===== src/rtl/rung_counter_pkg.sv =====
package rung_counter_pkg;

  // Strobes from control to datapath; at most one of incr/decr per clock.
  typedef struct packed {
    logic incr;
    logic decr;
    logic clear;
  } cntStrobe_t;

endpackage


===== src/rtl/rung_counter_ctrl.sv =====
module rung_counter_ctrl
  import rung_counter_pkg::*;
(
  input  logic       clk,
  input  logic       rst_n,
  input  logic       countUpIn,
  input  logic       countDnIn,
  input  logic       clearCmd,
  output cntStrobe_t strobe,
  output logic       upEnOut,
  output logic       dnEnOut
);

  localparam int NumLanes = 2;

  logic [NumLanes-1:0] laneLvl;
  logic [NumLanes-1:0] lanePrev;
  logic [NumLanes-1:0] laneRise;

  assign laneLvl = {countDnIn, countUpIn};

  // One edge detector per rung input.
  for (genvar g = 0; g < NumLanes; g++) begin : g_lane
    always_ff @(posedge clk or negedge rst_n) begin
      if (!rst_n) lanePrev[g] <= 1'b0;
      else        lanePrev[g] <= laneLvl[g];
    end
    assign laneRise[g] = laneLvl[g] & ~lanePrev[g];
  end

  // Clear wins; simultaneous edges cancel.
  always_comb begin
    strobe.clear = clearCmd;
    strobe.incr  = !clearCmd && laneRise[0] && !laneRise[1];
    strobe.decr  = !clearCmd && laneRise[1] && !laneRise[0];
  end

  assign upEnOut = lanePrev[0];
  assign dnEnOut = lanePrev[1];

  AST_ENABLE_TRACKS_UP: assert property (@(posedge clk) disable iff (!rst_n)
    1'b1 |=> upEnOut == $past(countUpIn));
  AST_HELD_LEVEL_NO_STROBE: assert property (@(posedge clk) disable iff (!rst_n)
    (countUpIn && upEnOut && !countDnIn) |-> !strobe.incr);

endmodule


===== src/rtl/rung_counter_dp.sv =====
module rung_counter_dp
  import rung_counter_pkg::*;
#(
  parameter int W = 16
) (
  input  logic         clk,
  input  logic         rst_n,
  input  cntStrobe_t   strobe,
  input  logic [W-1:0] presetIn,
  output logic [W-1:0] accOut,
  output logic         doneOut,
  output logic         ovfOut,
  output logic         udfOut
);

  localparam logic [W-1:0] MaxVal = {1'b0, {(W-1){1'b1}}};
  localparam logic [W-1:0] MinVal = {1'b1, {(W-1){1'b0}}};

  logic [W-1:0] accQ, accNext;
  logic         ovfQ, udfQ, doneQ;
  logic         wrapUp, wrapDn;

  assign wrapUp = strobe.incr && (accQ == MaxVal);
  assign wrapDn = strobe.decr && (accQ == MinVal);

  always_comb begin
    accNext = accQ;
    if (strobe.clear)     accNext = '0;
    else if (strobe.incr) accNext = accQ + 1'b1;
    else if (strobe.decr) accNext = accQ - 1'b1;
  end

  always_ff @(posedge clk or negedge rst_n) begin
    if (!rst_n) begin
      accQ  <= '0;
      ovfQ  <= 1'b0;
      udfQ  <= 1'b0;
      doneQ <= 1'b0;
    end else begin
      accQ  <= accNext;
      ovfQ  <= strobe.clear ? 1'b0 : (ovfQ | wrapUp);
      udfQ  <= strobe.clear ? 1'b0 : (udfQ | wrapDn);
      doneQ <= strobe.clear ? 1'b0 : ($signed(accNext) >= $signed(presetIn));
    end
  end

  assign accOut  = accQ;
  assign ovfOut  = ovfQ;
  assign udfOut  = udfQ;
  assign doneOut = doneQ;

  AST_INC_BY_ONE: assert property (@(posedge clk) disable iff (!rst_n)
    (strobe.incr && accQ != MaxVal) |=> accQ == $past(accQ) + 1'b1);
  AST_DEC_BY_ONE: assert property (@(posedge clk) disable iff (!rst_n)
    (strobe.decr && accQ != MinVal) |=> accQ == $past(accQ) - 1'b1);
  AST_WRAP_HIGH: assert property (@(posedge clk) disable iff (!rst_n)
    (strobe.incr && accQ == MaxVal) |=> (accQ == MinVal) && ovfQ);
  AST_WRAP_LOW: assert property (@(posedge clk) disable iff (!rst_n)
    (strobe.decr && accQ == MinVal) |=> (accQ == MaxVal) && udfQ);
  AST_FLAGS_STICKY: assert property (@(posedge clk) disable iff (!rst_n)
    (!strobe.clear && (ovfQ || udfQ)) |=> (ovfQ || !$past(ovfQ)) && (udfQ || !$past(udfQ)));
  AST_CLEAR_ZEROES: assert property (@(posedge clk) disable iff (!rst_n)
    strobe.clear |=> (accQ == '0) && !ovfQ && !udfQ && !doneQ);
  AST_IDLE_HOLDS: assert property (@(posedge clk) disable iff (!rst_n)
    (!strobe.incr && !strobe.decr && !strobe.clear) |=> $stable(accQ));
  AST_DONE_COMPARE: assert property (@(posedge clk) disable iff (!rst_n)
    !strobe.clear |=> doneQ == ($signed(accQ) >= $signed($past(presetIn))));

endmodule


===== src/rtl/rung_counter.sv =====
module rung_counter
  import rung_counter_pkg::*;
#(
  parameter int W = 16
) (
  input  logic         clk,
  input  logic         rst_n,
  input  logic         countUpIn,
  input  logic         countDnIn,
  input  logic         clearCmd,
  input  logic [W-1:0] presetIn,
  output logic [W-1:0] accOut,
  output logic         doneOut,
  output logic         ovfOut,
  output logic         udfOut,
  output logic         upEnOut,
  output logic         dnEnOut
);

  cntStrobe_t strobe;

  rung_counter_ctrl u_ctrl (
    .clk       (clk),
    .rst_n     (rst_n),
    .countUpIn (countUpIn),
    .countDnIn (countDnIn),
    .clearCmd  (clearCmd),
    .strobe    (strobe),
    .upEnOut   (upEnOut),
    .dnEnOut   (dnEnOut)
  );

  rung_counter_dp #(.W(W)) u_dp (
    .clk      (clk),
    .rst_n    (rst_n),
    .strobe   (strobe),
    .presetIn (presetIn),
    .accOut   (accOut),
    .doneOut  (doneOut),
    .ovfOut   (ovfOut),
    .udfOut   (udfOut)
  );

  AST_BOTH_EDGES_CANCEL: assert property (@(posedge clk) disable iff (!rst_n)
    (countUpIn && !upEnOut && countDnIn && !dnEnOut && !clearCmd) |=> $stable(accOut));

endmodule


===== config.mk =====
export PLATFORM = sky130hd
export DESIGN_NAME = rung_counter
export DESIGN_NICKNAME = d
export VERILOG_FILES = /design/src/rtl/rung_counter_pkg.sv /design/src/rtl/rung_counter_ctrl.sv /design/src/rtl/rung_counter_dp.sv /design/src/rtl/rung_counter.sv
export SDC_FILE = /design/constraint.sdc
export NUM_CORES = 1
export LEC_CHECK = 0
export ABC_CLOCK_PERIOD_IN_PS = 3600
export BUFFER_PORTS_ARGS = -buffer_cell sky130_fd_sc_hd__clkbuf_2
export CAP_MARGIN = 30
export CORE_UTILIZATION = 43
export CTS_CLUSTER_DIAMETER = 40
export DETAILED_ROUTE_END_ITERATION = 6
export PLACE_DENSITY = 0.75
export SLEW_MARGIN = 30
export SYNTH_ARGS = -nofsm -noshare
export SYNTH_HDL_FRONTEND = slang
export SYNTH_SLANG_ARGS = --single-unit

===== constraint.sdc =====
create_clock -name clk -period 3.6 [get_ports clk]
set_input_delay 0 -clock clk [delete_from_list [all_inputs] [get_ports clk]]
set_output_delay 0 -clock clk [all_outputs]
set_load 0.02 [all_outputs]

==> flow_summary.ini <==
[detailed_routing]
drt_pass1_iterations = 4
wire_per_inst_um = 12.6
drt-vias-per-instance = 5.18
routed_wl_um = 3650
antenna_left = 0
drt_iter0_markers = 82
vias = 1498
drc = 0

[sta]
final_max_slew_viol_count = 0
final.setup.tns_ns = 0
min_period_ns = 3.35
rsz0062_at_grt = false
final_hold_viol_count = 0
max_slew_margin_pct = 66.5
whs_ns = 0.0699
worst_pin_slew_ns = 0.502
min_period_over_period_pct = 93.0
fmax_ghz = 0.299
fin_skew_ns = 0.00284
setup_viol_count_final = 0

[floorplan]
initial_core_util_pct = 45.4
die_h_um = 64.6
die_w_um = 64.6
die_area_um2 = 4180
io_pins = 42
rows = 22
coreArea_um2 = 3720

[setup_path]
crit_start = u_dp.accOut[3]$_DFF_PN0_
rr_startpoint = u_dp.accOut[3]$_DFF_PN0_
cp-end-kind = flop
arrival_ns = 3.53
cp.required_ns = 3.78
crit_type = flop to flop
worst-path-max-fanout = 9
worstSetupStartpointType = flop

[run]
drv_cap = 0

[synthesis]
seq_area_frac_synth_pct = 31.2
async_reset_ff_share_pct = 100
syn_area_per_cell_um2 = 8.78
synthDistinctLibCells = 42
ys_ff_latch = 21
synth_warnings = 0
syn-num-nets = 231
synth_ff_type = dfrtp_1
synth_cells = 192
synth-edff-count = 0
netlist_area_um2 = 1690

[grt]
grt_max_degree = 22
grt_usage_pct = 19.6
gr-total-overflow = 0
grt_pass1_vias = 1332
grt_pass1_wl_um = 6320
grt_antenna_before_repair = 0

[clock_network]
cts_tree = built
ctsHtreeMaxLevel = 1
cts-root-buf = clkbuf_8
cts.sinks = 21
cts_buffers = 3
clockBufferDepth = 2
clk_pin_slew_worst_paths_ns = 0.08
clock_latency_ns = 0.26

[run_status]
status = finished, final reports clean

[min_path]
hp-class = primary input to flop
hold_path.startpoint = clearCmd

[power_and_ir_drop]
combPwrFrac_pct = 30.5
total_power_uw = 606
pwr-share-seq_pct = 43.7
switchingPower_uw = 200
p_sw_share_pct = 33.0
power.density_nw_per_um2 = 296
clock_power_share_pct = 25.7
intPower_uw = 406
leakagePower_nw = 1.02
vdd_drop_max_v = 0.000163

[place]
dp_hpwl_um = 2920
routabilityCongestion = 0.827
io_buffers = 41

[final_layout]
syn2layout_area_growth_pct = 21.4
fill_cells = 343
layout-drive-gt1-share_pct = 26.1
final_util_pct = 55.1
nets = 281
diodes = 0
## worst max-delay path: stages, from the launching register on
cell and delay (ns):
dfrtp_1 0.46, or3_1 0.39, or3_4 0.42, nor4_2 0.33, nor3_1 0.10, nor3_2 0.26, ha_1 0.20, nand4_1 0.11
or4_1 0.52, a21oi_1 0.18, a311oi_1 0.08, a211oi_1 0.20
## power by group through the flow
stage | registers [mW] | logic (mW) | clock network (mW)
after global routing | 0.267 | 0.208 | 0.173
after CTS | 0.265 | 0.183 | 0.161
after global placement | 0.269 | 0.176 | 0
final | 0.265 | 0.185 | 0.156
after detailed placement | 0.269 | 0.179 | 0
after floorplan | 0.284 | 0.113 | 0
## sequential cells by signal, indices dropped and copies added (netlist names)
| signal | cells |
|---|---|
| u_dp.accOut | 16 |
| u_dp.udfOut | 1 |
| u_dp.doneOut | 1 |
| u_ctrl.upEnOut | 1 |
| u_dp.ovfOut | 1 |
| u_ctrl.dnEnOut | 1 |
## timing repair
item | CTS | global route
setup buffers | 0 | 1
hold buffers | 3 | 0
setup endpoints to repair | 0 | 1
resized for setup | 0 | 1
hold endpoints to repair | 23 | 0
## path summary, 6_finish.rpt
kind | end | depth (start not counted) | slack (ns)
min in group asynchronous | u_dp.accOut[5]$_DFF_PN0_ | 2 | 0.24
worst min register to register | u_dp.udfOut$_DFF_PN0_ | 2 | 0.52
worst min-delay path | u_dp.accOut[3]$_DFF_PN0_ | 2 | 0.07
worst max register to register | u_dp.doneOut$_DFF_PN0_ | 11 | 0.25
worst max-delay path | u_dp.doneOut$_DFF_PN0_ | 11 | 0.25
max in group asynchronous | u_dp.accOut[13]$_DFF_PN0_ | 2 | 3.02
## layout by cell type, fill, tap and decap left out, drive strengths merged, types with 3 or more instances in the layout
master and count:
clkbuf 45, inv 21, dfrtp 21, ha 18, nor3 18, nor2 17, a21oi 9, xnor2 9
nand4 8, nand2 7, o21a 7, buf 7, nand3 5, or3 4, nor4 4, o21ai 4
nand2b 3, or4 3, nor2b 3, dlygate4sd3 3, nor3b 3
## area by class of cell
type,instances,area [um^2],share of cell area [%]
timing repair buffer,51,288,14.1
sequential,21,526,25.7
tap,48,60.1,2.93
clock buffer,4,45.0,2.20
multi-input combinational,144,1050,51.3
inverter,21,78.8,3.85
## cell usage after synthesis, types with 4 or more instances
cell type / instances / area [um^2]
nand2_1: 7 / 26.3
xnor2_1: 9 / 78.8
nor2_1: 17 / 63.8
ha_1: 18 / 225
o21a_1: 7 / 52.6
dfrtp_1: 21 / 526
nand4_1: 8 / 50.1
or3_1: 4 / 25.0
inv_1: 21 / 78.8
a21oi_1: 9 / 45.0
nor3_1: 16 / 80.1
nand3_1: 5 / 25.0
## metrics by stage
| stage | setup slack (ns) | area [um^2] | std cells |
|---|---|---|---|
| 6_report | 0.250 | 2050 | 289 |
| 3_5_place_dp | 0.167 | 1960 | 281 |
| 4_1_cts | 0.171 | 2030 | 288 |
| 2_1_floorplan | 0.354 | 1690 | 192 |
| 3_3_place_gp | 0.279 | 1960 | 281 |
| 5_1_grt | 0.0127 | 2050 | 289 |
## cell families after synthesis
kind of cell | share of synthesized area [%]
AOI/OAI and AO/OA | 13.1
xor gates and xnor gates | 4.67
adders and majority gates | 13.4
buffers and inverters | 6.90
DFF | 31.2
muxes | 2.52
and+or+nand+nor | 28.3
## routing by layer
| layer | GRT usage [%] | up-vias | share of wire [%] |
|---|---|---|---|
| met5 | 0 | - | 0 |
| met2 | 31.2 | 49 | 45 |
| li1 | - | 789 | - |
| met4 | 7.50 | 0 | 1.7 |
| met1 | 27.5 | 653 | 49 |
| met3 | 1.58 | 7 | 4.4 |
Note: power is estimated with default switching activity, not from simulation.
